===== src/rtl/ea_gen_pkg.sv =====
package ea_gen_pkg;
  typedef enum logic [2:0] {
    M_IMM  = 3'd0,
    M_REG  = 3'd1,
    M_DIR  = 3'd2,
    M_MIND = 3'd3,
    M_RIND = 3'd4,
    M_REL  = 3'd5,
    M_BASE = 3'd6,
    M_IDX  = 3'd7
  } ea_mode_e;
endpackage


===== src/rtl/ea_gen_srcsel.sv =====
module ea_gen_srcsel #(
  parameter int AW     = 16,
  parameter int RSW    = 3,
  parameter int SP_IDX = 7
) (
  input  logic [RSW-1:0] rsel_i,
  input  logic [AW-1:0]  rf_data_i,
  input  logic [AW-1:0]  sp_i,
  output logic [RSW-1:0] rf_addr_o,
  output logic [AW-1:0]  reg_val_o
);
  localparam logic [RSW-1:0] SP_SEL = RSW'(SP_IDX);

  assign rf_addr_o = rsel_i;
  assign reg_val_o = (rsel_i == SP_SEL) ? sp_i : rf_data_i;
endmodule


===== src/rtl/ea_gen_calc.sv =====
module ea_gen_calc
  import ea_gen_pkg::*;
#(
  parameter int AW   = 16,
  parameter int OFFW = 8
) (
  input  ea_mode_e       mode_i,
  input  logic [AW-1:0]  field_i,
  input  logic [AW-1:0]  reg_val_i,
  input  logic [AW-1:0]  pc_i,
  output logic [AW-1:0]  val_o,
  output logic           is_addr_o
);
  localparam int EXTW = AW - OFFW;

  logic [AW-1:0] rel_off;
  logic [AW-1:0] add_a, add_b, sum;

  assign rel_off = {{EXTW{field_i[OFFW-1]}}, field_i[OFFW-1:0]};

  // one shared adder for all displacement modes
  always_comb begin
    if (mode_i == M_REL) begin
      add_a = pc_i;
      add_b = rel_off;
    end else begin
      add_a = reg_val_i;
      add_b = field_i;
    end
  end
  assign sum = add_a + add_b;

  always_comb begin
    val_o     = field_i;
    is_addr_o = 1'b1;
    unique case (mode_i)
      M_IMM:  begin val_o = field_i;   is_addr_o = 1'b0; end
      M_REG:  begin val_o = reg_val_i; is_addr_o = 1'b0; end
      M_DIR:  val_o = field_i;
      M_MIND: val_o = field_i;
      M_RIND: val_o = reg_val_i;
      M_REL, M_BASE, M_IDX: val_o = sum;
      default: val_o = field_i;
    endcase
  end
endmodule


===== src/rtl/ea_gen_ind_fetch.sv =====
module ea_gen_ind_fetch #(
  parameter int AW = 16
) (
  input  logic            clk_i,
  input  logic            rst_ni,
  input  logic            start_i,
  input  logic [AW-1:0]   base_i,
  input  logic            mem_ack_i,
  input  logic [AW/2-1:0] mem_data_i,
  output logic            mem_req_o,
  output logic [AW-1:0]   mem_addr_o,
  output logic            busy_o,
  output logic            done_o,
  output logic [AW-1:0]   word_o
);
  localparam int BW = AW / 2;

  typedef enum logic [1:0] {S_IDLE, S_LO, S_HI} st_e;

  st_e           st_q;
  logic [AW-1:0] base_q;
  logic [BW-1:0] lo_q;

  always_ff @(posedge clk_i or negedge rst_ni) begin
    if (!rst_ni) begin
      st_q   <= S_IDLE;
      base_q <= '0;
      lo_q   <= '0;
    end else begin
      unique case (st_q)
        S_IDLE: if (start_i) begin
          st_q   <= S_LO;
          base_q <= base_i;
        end
        S_LO: if (mem_ack_i) begin
          st_q <= S_HI;
          lo_q <= mem_data_i;
        end
        S_HI: if (mem_ack_i) st_q <= S_IDLE;
        default: st_q <= S_IDLE;
      endcase
    end
  end

  assign mem_req_o  = (st_q != S_IDLE);
  assign busy_o     = (st_q != S_IDLE);
  assign mem_addr_o = (st_q == S_HI) ? base_q + AW'(1) : base_q;
  assign done_o     = (st_q == S_HI) && mem_ack_i;
  assign word_o     = {mem_data_i, lo_q};

  assert_req_hold_R9: assert property (@(posedge clk_i) disable iff (!rst_ni)
    (mem_req_o && !mem_ack_i) |=> (mem_req_o && $stable(mem_addr_o)));

  assert_hi_follows_lo_R8: assert property (@(posedge clk_i) disable iff (!rst_ni)
    (st_q == S_LO && mem_ack_i) |=> (mem_req_o && mem_addr_o == $past(mem_addr_o) + AW'(1)));

  assert_done_ends_R8: assert property (@(posedge clk_i) disable iff (!rst_ni)
    done_o |=> !mem_req_o);
endmodule


===== src/rtl/ea_gen.sv =====
module ea_gen
  import ea_gen_pkg::*;
#(
  parameter int AW     = 16,
  parameter int RSW    = 3,
  parameter int OFFW   = 8,
  parameter int SP_IDX = 7
) (
  input  logic            clk_i,
  input  logic            rst_ni,
  input  logic            req_i,
  input  logic [2:0]      mode_i,
  input  logic [AW-1:0]   field_i,
  input  logic [RSW-1:0]  rsel_i,
  input  logic [AW-1:0]   pc_i,
  input  logic [AW-1:0]   sp_i,
  output logic [RSW-1:0]  rf_addr_o,
  input  logic [AW-1:0]   rf_data_i,
  output logic            mem_req_o,
  output logic [AW-1:0]   mem_addr_o,
  input  logic            mem_ack_i,
  input  logic [AW/2-1:0] mem_data_i,
  output logic            busy_o,
  output logic            valid_o,
  output logic            is_addr_o,
  output logic [AW-1:0]   result_o
);
  ea_mode_e      mode;
  logic [AW-1:0] reg_val, calc_val, ind_word;
  logic          calc_is_addr, accept, ind_start, ind_done;

  assign mode      = ea_mode_e'(mode_i);
  assign accept    = req_i && !busy_o;
  assign ind_start = accept && (mode == M_MIND);

  ea_gen_srcsel #(.AW(AW), .RSW(RSW), .SP_IDX(SP_IDX)) u_src (
    .rsel_i    (rsel_i),
    .rf_data_i (rf_data_i),
    .sp_i      (sp_i),
    .rf_addr_o (rf_addr_o),
    .reg_val_o (reg_val)
  );

  ea_gen_calc #(.AW(AW), .OFFW(OFFW)) u_calc (
    .mode_i    (mode),
    .field_i   (field_i),
    .reg_val_i (reg_val),
    .pc_i      (pc_i),
    .val_o     (calc_val),
    .is_addr_o (calc_is_addr)
  );

  ea_gen_ind_fetch #(.AW(AW)) u_ind (
    .clk_i      (clk_i),
    .rst_ni     (rst_ni),
    .start_i    (ind_start),
    .base_i     (field_i),
    .mem_ack_i  (mem_ack_i),
    .mem_data_i (mem_data_i),
    .mem_req_o  (mem_req_o),
    .mem_addr_o (mem_addr_o),
    .busy_o     (busy_o),
    .done_o     (ind_done),
    .word_o     (ind_word)
  );

  always_ff @(posedge clk_i or negedge rst_ni) begin
    if (!rst_ni) begin
      valid_o   <= 1'b0;
      is_addr_o <= 1'b0;
      result_o  <= '0;
    end else if (ind_done) begin
      valid_o   <= 1'b1;
      is_addr_o <= 1'b1;
      result_o  <= ind_word;
    end else if (accept && mode != M_MIND) begin
      valid_o   <= 1'b1;
      is_addr_o <= calc_is_addr;
      result_o  <= calc_val;
    end else begin
      valid_o   <= 1'b0;
    end
  end

  assert_direct_latency_R10: assert property (@(posedge clk_i) disable iff (!rst_ni)
    (req_i && !busy_o && mode_i != M_MIND) |=> valid_o);

  assert_no_mem_req_R9: assert property (@(posedge clk_i) disable iff (!rst_ni)
    (req_i && !busy_o && mode_i != M_MIND) |=> !mem_req_o);

  assert_busy_ignores_R11: assert property (@(posedge clk_i) disable iff (!rst_ni)
    (busy_o && !mem_ack_i) |=> !valid_o);

  assert_valid_not_busy_R10: assert property (@(posedge clk_i) disable iff (!rst_ni)
    valid_o |-> !mem_req_o);
endmodule


===== config.mk =====
export PLATFORM = sky130hd
export DESIGN_NAME = ea_gen
export DESIGN_NICKNAME = d
export VERILOG_FILES = /design/src/rtl/ea_gen_pkg.sv /design/src/rtl/ea_gen_srcsel.sv /design/src/rtl/ea_gen_calc.sv /design/src/rtl/ea_gen_ind_fetch.sv /design/src/rtl/ea_gen.sv
export SDC_FILE = /design/constraint.sdc
export NUM_CORES = 1
export LEC_CHECK = 0
export BUFFER_PORTS_ARGS = -buffer_cell sky130_fd_sc_hd__clkbuf_2
export CORE_MARGIN = 2
export CORE_UTILIZATION = 35
export CTS_CLUSTER_SIZE = 24
export DETAILED_ROUTE_END_ITERATION = 10
export HOLD_SLACK_MARGIN = 0.05
export PLACE_DENSITY_LB_ADDON = 0.25
export SETUP_SLACK_MARGIN = 0.2
export SYNTH_ARGS = -nofsm -noshare
export SYNTH_HDL_FRONTEND = slang
export SYNTH_SLANG_ARGS = --single-unit
export TNS_END_PERCENT = 1

===== constraint.sdc =====
create_clock -name clk_i -period 1.65 [get_ports clk_i]
set_clock_uncertainty 0.05 [all_clocks]
set_input_delay 0.2475 -clock clk_i [delete_from_list [all_inputs] [get_ports clk_i]]
set_output_delay 0.2475 -clock clk_i [all_outputs]
set_load 0.05 [all_outputs]

==> qor.yml <==
firstDrtPassIters: 4
endpoint_kind: "register"
io_pins: 121
dpl_cell_area_sq_um: 5450
utilization_pct: 64.0
setup_viol: 31
nets: 760
cts_made_buffers: 5
reg2reg_slack_ps: -180
postRouteAntennaNets: 0
io_buffers: 120
fin_crit_sh_pct: 152
clkTransAtPathRegs_ps: 90
multiInputGateArea_sq_um: 2770
power.share.switching_pct: 43.5
grt_pass1_vias: 4313
p_switching_mw: 2.60
r2r-end: "result_o[13]"
design_area_sq_um: 6200
min_from: "mem_data_i[2]"
fin_cells: 791
ys_types: 50
synth_commonest_cells: "49 x nand2_1, 44 x dfrtp_1, 40 x a21oi_1"
crit_arrival_ps: 2650
tightestPinTransition_ps: 606
rr_worst_depth: 7
synthTopCellsByArea: "dfrtp_1 32%, mux2_2 9.1%, ha_1 6.8%"
drt_wl_total_mm: 13.2
viasPerCell: 5.08
vdd_drop_max_v: 0.000573
path_max_fanout: 4
critical_path_class: "in2reg"
grt_overflow_total: 0
seq_area_frac_synth_pct: 31.7
p_comb_share_pct: 61.9
place_congestion: 0.958
async_flop_share_pct: 100
yosys_warnings: 0
grt_pass1_wl_mm: 20.9
synth_edf_count: 0
p_clk_share_pct: 11.5
synth_top_area_cell: "dfrtp_1"
crit_slowest_cell: "a211o_2"
wl_per_cell_um: 16.7
power_mw: 5.99
dp_hpwl_mm: 10.4
cp-start-kind: "primary input"
cts_max_level: 2
layout-area-overhead-vs-synth_pct: 78.5
cts.sink_count: 44
max-slew-margin-rel_pct: 59.5
synth_nets: 508
grt_setup_unrepaired: "yes"
worstHoldPathCells: 3
die_h_um: 104
intPower_mw: 3.39
first_iter_violations: 160
antenna_found_initial: 0
final_layout_size_suffix_gt1_share_pct: 56.8
outcome: "finished with violations"
hold_viol_final: 0
synth_area_sq_um: 3470
powerDensity_nw_per_um2: 966
yosys_most_used_dff: "dfrtp_1"
die_w_um: 104
critPathMaxStageDelay_ps: 370
synth_seq_cells: 44
track_usage_pct: 24.2
critPathRequiredTime_ps: 1790
setup_ws_ps: -863
yosys.cell_count.top_type: "nand2_1"
leakage_nw: 3.05
cap_violations: 0
hp-class: "in2reg"
dp_cells: 768
die_area_sq_um: 10700
p_seq_share_pct: 26.6
fillers: 809
clock-root-buffer: "clkbuf_8"
clockBufferDepth: 2
drc: 0
violations: "setup timing"
grt_max_degree: 45
timing.fmax_mhz: 398
rows: 36
insertion_delay_ps: 300
synthCells: 406
seqCellArea_sq_um: 1100
path_cells: "clkbuf_8 > nand3_4 > buf_12 > buf_12 > mux2i_4 > a21oi_2 > ha_4 > nand3_2 > a21oi_4 > o21ai_2 > a211o_2 > o21ai_2 > xor2_1 > a221o_1"
min_period_ps: 2510
timing.hold.ws_ps: 139
num_antenna_cells: 0
initial_core_util_pct: 35.9
synth_top_area_share_pct: 31.7
whs_endpoint: "result_o[10]"
syn_area_per_cell_sq_um: 8.55
reg2reg_from: "u_ind.st_q[1]"
design.core.area_sq_um: 9680
slew_violations: 0
vias: 4020
cts_tree: "done"
-- worst max-delay path by stage --
stage	from	endpoint
finish	rsel_i[2]	result_o[13]
global route	rsel_i[2]	result_o[13]
CTS	rsel_i[2]	result_o[13]
detailed placement	rsel_i[0]	result_o[14]
global placement	rsel_i[0]	result_o[13]
floorplan	rsel_i[0]	result_o[13]
-- cells in the final DEF (no fill, tap or decap), drive strengths merged, types with 14 or more instances in the layout --
| cell type | synthesis | layout |
|---|---|---|
| a21oi | 40 | 40 |
| nor2 | 35 | 35 |
| buf | 10 | 162 |
| mux2i | 14 | 14 |
| xnor2 | 17 | 17 |
| xor2 | 14 | 14 |
| dfrtp | 44 | 44 |
| ha | 19 | 19 |
| mux2 | 28 | 28 |
| o21ai | 30 | 30 |
| nand2 | 49 | 49 |
| clkbuf | 11 | 108 |
-- flip-flops by register name (all words and copies together), names as in the netlist --
signal and cells:
result_o 16, is_addr_o 1, u_ind.lo_q 8, u_ind.base_q 16, u_ind.st_q 2, valid_o 1
-- cells by family (layout without fill, tap and decap cells) --
logic type                 Yosys count  in the layout  synth area share (%)
AOI/OAI and AO/OA                  113            113                  19.9
xor gates and xnor gates            31             31                  7.82
adders and majority gates           20             20                  7.42
buffers and inverters               32            284                  4.07
DFF                                 44             44                  31.7
muxes                               42             42                  13.1
and+or+nand+nor                    124            124                  16.0
-- cell type report --
class                   instances  share of cell area (%)
clock buffers                   5                    1.11
clock inverters                 2                   0.202
multi-input cells             330                    44.6
well taps                     133                    2.68
flip-flops and latches         44                    17.8
repair buffers                266                    32.9
inverters                      11                   0.666
-- through the flow --
step,setup slack [ps],TNS (ps)
after floorplan,-912,-19080
after global placement,-1310,-22480
after detailed placement,-1400,-24660
after CTS,-841,-17490
after global routing,-978,-21420
final,-863,-17870
-- timing repair --
item,CTS,global route
endpoints found under the setup margin,59,60
pin swaps,44,7
setup buffers,14,1
hold endpoints to repair,44,0
gates resized for setup,88,25
hold buffers,1,0
-- critical path, delay by kind of cell --
kind / cells / cell delay (ps)
and+or+nand+nor: 2 / 230
buffers and inverters: 3 / 370
AOI/OAI and AO/OA: 6 / 1190
adders and majority gates: 1 / 300
muxes: 1 / 230
xor gates and xnor gates: 1 / 80
-- power groups by stage --
stage          Combinational (mW)  Clock (mW)  Sequential (mW)
3_3_place_gp                 3.27           0             1.57
5_1_grt                      3.91       0.738             1.63
4_1_cts                      3.64       0.698             1.59
2_1_floorplan                1.42           0             1.98
3_5_place_dp                 3.31           0             1.59
6_report                     3.71       0.687             1.59
-- metal layers --
layer | vias up | part of all wire [%] | global-route usage (%)
met4 | 0 | 3.4 | 10.4
li1 | 1957 | - | -
met5 | - | 0 | 0
met3 | 32 | 3.6 | 2.58
met2 | 121 | 53 | 44.8
met1 | 1910 | 40 | 28.1
(Power assumes the default switching activity.)
